[src/rtl/seg_chk_pkg.sv]
package seg_chk_pkg;
  parameter int ADDR_W    = 32;
  parameter int DESC_W    = 64;
  parameter int RAW_LIM_W = 20;
  parameter int SZ_W      = 2;
  parameter int LOW_TOP_W = 16;

  typedef enum logic [1:0] {
    ACC_READ      = 2'd0,
    ACC_WRITE     = 2'd1,
    ACC_FETCH     = 2'd2,
    ACC_FETCH_ALT = 2'd3
  } acc_kind_e;

  typedef enum logic [1:0] {
    FLT_NONE        = 2'd0,
    FLT_NOT_PRESENT = 2'd1,
    FLT_LIMIT       = 2'd2,
    FLT_RIGHTS      = 2'd3
  } fault_e;

  typedef struct packed {
    logic [ADDR_W-1:0]    base;
    logic [RAW_LIM_W-1:0] raw_lim;
    logic [3:0]           seg_type;
    logic                 present;
    logic                 big;
    logic                 gran;
  } desc_fields_t;
endpackage

[src/rtl/seg_bound_check.sv]
module seg_bound_check
  import seg_chk_pkg::*;
(
  input  logic [ADDR_W-1:0] offset,
  input  logic [SZ_W-1:0]   size,
  input  logic [ADDR_W-1:0] limit,
  input  logic              exp_down,
  input  logic              big,
  output logic              in_bounds
);
  localparam int EXT_W = ADDR_W + 1;

  logic [EXT_W-1:0] span_ext;
  logic [EXT_W-1:0] first_ext;
  logic [EXT_W-1:0] last_ext;
  logic [EXT_W-1:0] lim_ext;
  logic [EXT_W-1:0] top_ext;
  logic             up_ok;
  logic             dn_ok;

  always_comb begin
    span_ext  = ({{(EXT_W-1){1'b0}}, 1'b1} << size) - {{(EXT_W-1){1'b0}}, 1'b1};
    first_ext = {1'b0, offset};
    last_ext  = first_ext + span_ext;
    lim_ext   = {1'b0, limit};
    top_ext   = big ? {1'b0, {ADDR_W{1'b1}}}
                    : {{(EXT_W-LOW_TOP_W){1'b0}}, {LOW_TOP_W{1'b1}}};
    up_ok     = (last_ext <= lim_ext);
    dn_ok     = (first_ext > lim_ext) && (last_ext <= top_ext);
    in_bounds = exp_down ? dn_ok : up_ok;
  end
endmodule

[config.mk]
export PLATFORM = sky130hd
export DESIGN_NAME = seg_bound_check
export DESIGN_NICKNAME = d
export VERILOG_FILES = /design/src/rtl/seg_chk_pkg.sv /design/src/rtl/seg_bound_check.sv
export SDC_FILE = /design/constraint.sdc
export NUM_CORES = 1
export LEC_CHECK = 0
export BUFFER_PORTS_ARGS = -buffer_cell sky130_fd_sc_hd__buf_2
export CORE_MARGIN = 2
export CORE_UTILIZATION = 27
export DETAILED_ROUTE_END_ITERATION = 16
export PLACE_DENSITY = 0.53
export RECOVER_POWER = 25
export SYNTH_ARGS = -nofsm -noshare
export SYNTH_HDL_FRONTEND = slang
export SYNTH_SLANG_ARGS = --single-unit
export TNS_END_PERCENT = 10
[constraint.sdc]
create_clock -name vclk -period 5.45
set_input_delay 0.2725 -clock vclk [all_inputs]
set_output_delay 0.2725 -clock vclk [all_outputs]
set_load 0.02 [all_outputs]
==> impl_metrics.csv, run 1 <==
group,metric,value,unit
status,outcome,"complete, no violations",
cells_and_area,antennaDiodeCount,0,
sta,worst_pin_slew,0.579,ns
detailed_routing,drc,0,
setup_path,cp_data_arrival_time,4.83,ns
die,die_y,121,um
setup_path,slowest_delay,0.37,ns
detailed_routing,vias,3713,
cells_and_area,final_cell_mix,"115 x ha_1, 78 x inv_1, 68 x buf_2, 45 x a21oi_1, 34 x a21o_1",
pwr,vdd_drop_max,0.0000430,V
sta,setup_viol,0,
place,hpwl,9300,um
detailed_routing,ant_nets,0,
global_routing,gr-usage-all-layers,0.138,
detailed_routing,dr.pass1.iters,4,
die,die_x,121,um
sta,fmax,196,MHz
detailed_routing,drt-total-wl,10200,um
synthesis,synth_area,0.00371,mm^2
synthesis,yosys.area.top_type,"ha_1",
detailed_routing,viasPerCell,4.99,
die,io_pins,69,
pwr,power.density,129,mW/mm^2
die,rows,42,
detailed_routing,routedWlPerCell,13.8,um
cells_and_area,nets,754,
cells_and_area,flops_and_latches,0,
job,drv_cap,0,
global_routing,overflow,0,
setup_path,end_kind,"primary output",
cells_and_area,multi_input_area,0.00344,mm^2
pwr,p_leak,0.00238,uW
sta,fin_crit,5.10,ns
synthesis,synthTopCellsByArea,"ha_1 39%, inv_1 7.9%, a21o_1 6.9%, a21oi_1 6.2%, xnor2_1 5.0%",
place,place.gp.congestion,0.846,
synthesis,syn_nets,686,
synthesis,ys_seq_area_frac,0,
place,io_buffers,69,
cells_and_area,n_fill_cell,1486,
global_routing,grt_pass1_vias,3731,
sta,finalMaxSlewViolations,0,
setup_path,critical_path_class,"input port to primary output",
cells_and_area,syn2layout_area_growth,15.8,%
synthesis,synthCells,502,
setup_path,cpMaxStageDelayCell,"fa_2",
die,initial_utilization,0.278,
sta,finalHoldViolCount,0,
pwr,total_power,554,uW
sta,whs,1.04,ns
setup_path,crit_fanout,4,
hold_path,hold_class,"input port to primary output",
cells_and_area,regArea,0,um^2
clock_network,holdBufCountCts,0,
sta,timing.final.crit_share,0.935,
die,dieArea,0.0147,mm^2
global_routing,grt_antenna_before_repair,0,
setup_path,cp.required,5.18,ns
cells_and_area,clock_buffers,0,
cells_and_area,layout-drive-gt1-share,0.162,
synthesis,synth_area_per_cell,7.39,um^2
setup_path,worst_setup_path_start_kind,"input port",
cells_and_area,final_common_cell,"ha_1",
synthesis,ys.warnings.count,0,
synthesis,synth_cell_type_count,53,
global_routing,grt_pass1_wl,17000,um
synthesis,yosysTopAreaCellShare,0.388,
global_routing,grt_max_degree,17,
detailed_routing,drt_iter0_drc,127,
sta,relSlewSlack,0.613,
die,core_area,0.0133,mm^2
critical path: cells and delay by family:
kind	cells	cell delay (ns)
xor+xnor	1	0.11
fa+ha+maj	4	1.17
buf+inv	3	0.31
simple gates	8	1.39
compound gates	9	1.59
synthesized netlist by cell type (all sizes together) (2+ instances only):
master   instances
xor2             7
a21boi           2
o21ai           22
or3              3
o211ai           2
nand2b           7
a21o            34
inv             78
or2              5
a2111oi          2
clkbuf           3
o21bai           2
o211a            2
nand4           20
ha             115
and4             3
nor2b            9
and2             4
nor2            22
a31oi            3
and3             7
nor3            12
nand3           15
nand3b           2
a21oi           47
xnor2           21
a211oi          11
o21a             3
nand2           19
a221oi           2
metal layers:
layer,vias up,GRT usage,routed length (um)
li1,1979,-,-
met1,1662,0.190,5160
met3,6,0.00329,310
met2,66,0.251,4700
met4,0,0.00647,76
met5,-,0,0
worst paths after layout:
path,depth (start not counted),slack [ns],end,start
max,25,0.35,in_bounds,size[1]
min,4,1.04,in_bounds,offset[31]
cell type report:
| cell class | instances | area share |
|---|---|---|
| inverters | 78 | 0.0681 |
| multi-input cells | 421 | 0.800 |
| well taps | 176 | 0.0513 |
| repair buffers | 69 | 0.0810 |
per-stage QoR:
stage	setup WS (ns)	setup TNS, ns	instances	util	instance area [um^2]
floorplan	0.859	0	502	-	3710
global placement	0.194	0	744	0.319	4260
detailed placement	0.00387	0	744	0.319	4260
CTS	0.0758	0	744	0.320	4270
global route	-0.00275	-0.00275	744	0.322	4300
finish	0.352	0	744	0.322	4300
timing repair:
item / CTS / global route
pin swaps: 0 / 6
setup buffers: 0 / 0
gates resized for setup: 1 / 8
endpoints found under the setup margin: 1 / 1
hold endpoints to repair: 0 / 0
kinds of logic after synthesis:
family,count (synthesis),synth area share
compound gates,143,0.259
buf+inv,81,0.0820
simple gates,134,0.200
fa+ha+maj,116,0.393
xor+xnor,28,0.0661
power by group:
part,total (uW),leakage (uW),internal [uW],switching [uW]
sequential,0,0,0,0
clock,0,0,0,0
combinational,554,0.00238,247,307
Power figures use the tool's default switching activity.
==> run 2, diff against run 1 <==
Clock period 5.45 ns to 5.3 ns, I/O delays scaled along.
==> impl_metrics.csv, run 2 (synthesized netlist as in run 1, its figures left out) <==
group,metric,value,unit
status,outcome,"complete, no violations",
global_routing,overflow,0,
pwr,p_leak,0.00241,uW
place,io_buffers,69,
pwr,power_frac_clock,0,
global_routing,grt_max_degree,17,
sta,tns,0,ns
cells_and_area,antennaDiodeCount,0,
die,dieArea,0.0147,mm^2
cells_and_area,clock_buffers,0,
pwr,power.density,133,mW/mm^2
global_routing,grt_use_met2,0.247,
cells_and_area,multi_input_area,0.00345,mm^2
sta,finalHoldViolCount,0,
pwr,sw_frac_of_total,0.550,
die,core_area,0.0133,mm^2
hold_path,hold_class,"input port to primary output",
cells_and_area,regArea,0,um^2
global_routing,top_usage_layer,"met2",
pwr,pwr-share-comb,1.000,
setup_path,cp.required,5.04,ns
setup_path,cp_data_arrival_time,4.77,ns
cells_and_area,flops_and_latches,0,
setup_path,critical_path_class,"input port to primary output",
setup_path,end_kind,"primary output",
place,place.gp.congestion,0.846,
cells_and_area,layout-drive-gt1-share,0.173,
sta,setup_viol,0,
die,die_y,121,um
place,placed_cell_area,0.00426,mm^2
setup_path,worst_setup_path_start_kind,"input port",
cells_and_area,n_fill_cell,1484,
pwr,seqPwrFrac,0,
cells_and_area,final_common_cell,"ha_1",
sta,finalMaxSlewViolations,0,
sta,timing.final.crit_share,0.949,
detailed_routing,dr.pass1.iters,4,
die,rows,42,
sta,relSlewSlack,0.621,
die,io_pins,69,
sta,worst_pin_slew,0.568,ns
clock_network,holdBufCountCts,0,
cells_and_area,final_cell_mix,"114 x ha_1, 78 x inv_1, 68 x buf_2, 45 x a21oi_1, 34 x a21o_1",
place,hpwl,9250,um
cells_and_area,syn2layout_area_growth,17.4,%
sta,fin_crit,5.03,ns
detailed_routing,drt_iter0_drc,132,
cells_and_area,fin_area,0.00435,mm^2
global_routing,gr-usage-all-layers,0.138,
pwr,p_int,261,uW
job,drv_cap,0,
detailed_routing,drc,0,
die,die_x,121,um
setup_path,crit_fanout,4,
die,initial_utilization,0.278,
sta,fmax,199,MHz
cells_and_area,nets,759,
global_routing,use_met1,0.190,
global_routing,grtUsageMet3,0.00517,
global_routing,grt_antenna_before_repair,0,
global_routing,grt_pass1_vias,3684,
detailed_routing,drt-total-wl,10200,um
setup_path,critical_path.endpoint,"in_bounds",
pwr,p_switching,319,uW
detailed_routing,routedWlPerCell,13.7,um
pwr,vdd_drop_max,0.0000475,V
detailed_routing,viasPerCell,4.99,
detailed_routing,ant_nets,0,
global_routing,grt_pass1_wl,17000,um
detailed_routing,vias,3739,
setup_path,cp-startpoint,"size[1]",
pwr,total_power,580,uW
-- run 2: cell types whose count changed in the layout (fill, tap and decap cells not counted), sizes merged --
| cell | change |
|---|---|
| buf | +5 |
-- run 2: metrics by stage --
step,cells,hold slack [ns],utilization,worst slack (ns)
final,749,1.01,0.326,0.268
after floorplan,502,0.749,-,0.724
after detailed placement,744,1.02,0.319,-0.128
after global routing,749,1.02,0.326,-0.0403
after global placement,744,1.03,0.319,0.0588
after CTS,744,1.02,0.320,0.0191
-- run 2: final cells by class --
type | count | share of cell area
multi-input combinational | 421 | 0.793
timing repair buffer | 74 | 0.0894
tap | 176 | 0.0506
inverter | 78 | 0.0672
-- run 2: repair_timing --
action,in CTS,in global routing
endpoints found under the setup margin,1,1
setup buffers,0,5
pin swaps,0,15
resized for setup,2,11
-- run 2: metal layers --
layer | vias to the layer above | part of all wire
li1 | 1983 | -
met1 | 1675 | 0.49
met2 | 75 | 0.46
met3 | 6 | 0.045
met4 | 0 | 0.0072
met5 | - | 0
-- run 2: power by group through the flow --
| stage | Combinational (uW) | Clock (uW) | Sequential, uW |
|---|---|---|---|
| 2_1_floorplan | 408 | 0 | 0 |
| 3_3_place_gp | 553 | 0 | 0 |
| 3_5_place_dp | 560 | 0 | 0 |
| 4_1_cts | 566 | 0 | 0 |
| 5_1_grt | 660 | 0 | 0 |
| 6_report | 580 | 0 | 0 |
-- run 2: worst min path at each step --
stage | startpoint | slack (ns) | cells after the start | endpoint
2_1_floorplan | offset[31] | 0.75 | 2 | in_bounds
3_3_place_gp | offset[31] | 1.03 | 4 | in_bounds
3_5_place_dp | offset[31] | 1.02 | 4 | in_bounds
4_1_cts | offset[31] | 1.02 | 4 | in_bounds
5_1_grt | offset[31] | 1.02 | 4 | in_bounds
6_report | offset[31] | 1.01 | 4 | in_bounds
-- run 2: critical path, stage by stage --
cell and delay [ns]:
buf_2 0.12, nand2b_1 0.14, ha_1 0.27, inv_1 0.04, ha_2 0.19, fa_2 0.40, a211oi_2 0.24, o21ai_1 0.11
nand4_1 0.15, o21a_1 0.22, a31oi_4 0.12, a211oi_2 0.28, o31ai_1 0.11, a21oi_1 0.17, xnor2_1 0.13, ha_1 0.31
nand4_1 0.11, nor3_2 0.14, and4_1 0.20, and3_2 0.18, nand4_1 0.11, nor4b_2 0.31, o211a_1 0.18, o41a_1 0.16
buf_6 0.13
==> run 3, diff against run 2 <==
Settings changed: BUFFER_PORTS_ARGS -buffer_cell sky130_fd_sc_hd__buf_2 to default, DONT_BUFFER_PORTS from default to 1, PLACE_DENSITY 0.53 to 0.48.
==> impl_metrics.csv, run 3 (synthesized netlist as in run 1, its figures left out) <==
group,metric,value,unit
status,outcome,"complete, no violations",
pwr,total_power,536,uW
cells_and_area,syn2layout_area_growth,6.68,%
cells_and_area,flops_and_latches,0,
setup_path,end_kind,"primary output",
setup_path,crit_fanout,4,
detailed_routing,drt_iter0_drc,98,
die,core_area,0.0133,mm^2
setup_path,cp_data_arrival_time,4.71,ns
place,io_buffers,0,
die,die_y,121,um
sta,setup_viol,0,
setup_path,worst_setup_path_start_kind,"input port",
detailed_routing,ant_nets,0,
die,io_pins,69,
setup_path,critical_path_class,"input port to primary output",
detailed_routing,drt-total-wl,10400,um
sta,relSlewSlack,0.618,
cells_and_area,regArea,0,um^2
clock_network,holdBufCountCts,0,
cells_and_area,layout-drive-gt1-share,0.0480,
detailed_routing,dr.pass1.iters,4,
sta,worst_pin_slew,0.572,ns
hold_path,min_to,"in_bounds",
die,initial_utilization,0.278,
sta,tns,0,ns
cells_and_area,clock_buffers,0,
global_routing,gr-usage-all-layers,0.139,
place,place.gp.congestion,0.879,
pwr,vdd_drop_max,0.0000564,V
global_routing,grt_max_degree,17,
cells_and_area,layout.cells.non_filler,676,
sta,fin_crit,4.98,ns
pwr,p_leak,0.00212,uW
global_routing,grt_pass1_vias,3451,
place,hpwl,9420,um
cells_and_area,n_fill_cell,1483,
sta,fmax,201,MHz
die,die_x,121,um
sta,finalHoldViolCount,0,
cells_and_area,final_common_cell,"ha_1",
detailed_routing,drc,0,
place,dp_cells,675,
sta,finalMaxSlewViolations,0,
detailed_routing,routedWlPerCell,15.3,um
detailed_routing,viasPerCell,5.17,
hold_path,hold_depth,2,
cells_and_area,final_cell_mix,"115 x ha_1, 78 x inv_1, 46 x a21oi_1, 34 x a21o_1, 22 x nor2_1",
place,place_ws,0.0121,ns
hold_path,hp-start,"offset[31]",
die,rows,42,
detailed_routing,vias,3494,
global_routing,grt_pass1_wl,17000,um
pwr,power.density,135,mW/mm^2
sta,worst_slack,0.325,ns
setup_path,cp.required,5.04,ns
global_routing,grt_antenna_before_repair,0,
sta,whs,0.800,ns
die,dieArea,0.0147,mm^2
hold_path,hold_class,"input port to primary output",
cells_and_area,nets,686,
global_routing,overflow,0,
cells_and_area,antennaDiodeCount,0,
job,drv_cap,0,
sta,timing.final.crit_share,0.939,
## run 3: power breakdown
| group | switching (uW) | internal, uW | total (uW) |
|---|---|---|---|
| logic | 301 | 235 | 536 |
| registers | 0 | 0 | 0 |
| clock network | 0 | 0 | 0 |
| total | 301 | 235 | 536 |
## run 3: worst max-delay path by stage
stage	from	end	cells after the start
floorplan	size[1]	in_bounds	23
global placement	size[1]	in_bounds	23
detailed placement	size[1]	in_bounds	23
CTS	size[1]	in_bounds	23
global route	size[1]	in_bounds	23
finish	size[1]	in_bounds	22
## run 3: area by class of cell
cell class,count,area (um^2),share of cell area
inverters,78,293,0.0740
multi-input cells,421,3440,0.868
well taps,176,220,0.0556
repair buffers,1,7.51,0.00190
## run 3: metrics by stage
step           instance area, um^2  utilization
4_1_cts                       3930        0.294
3_3_place_gp                  3920        0.294
3_5_place_dp                  3920        0.294
2_1_floorplan                 3710            -
5_1_grt                       3960        0.296
6_report                      3960        0.296
## run 3: what timing repair did
item / CTS / global route
endpoints found under the setup margin: 1 / 1
pin swaps: 0 / 5
resized for setup: 1 / 7
buffers inserted: 0 / 1
## run 3: metal layers
layer  part of all wire  track usage  vias to the layer above
li1                   -            -                     1834
met1               0.48        0.190                     1586
met2               0.47        0.251                       74
met5                  0            0                        -
met3              0.046       0.0150                        0
met4                  0     0.000718                        0
## run 3: critical path: stages
cell,delay [ns]
nand2b_1,0.13
ha_1,0.27
inv_1,0.04
ha_1,0.21
fa_2,0.38
a211oi_1,0.26
o21ai_1,0.12
nand4_1,0.14
o21a_1,0.19
a31oi_2,0.14
a211oi_2,0.29
nor2_1,0.10
xnor2_1,0.18
ha_1,0.33
nand3_1,0.16
nor3_2,0.22
and4_1,0.20
and3_2,0.17
nand4_1,0.11
nor4b_2,0.33
o211a_1,0.18
o41a_1,0.29
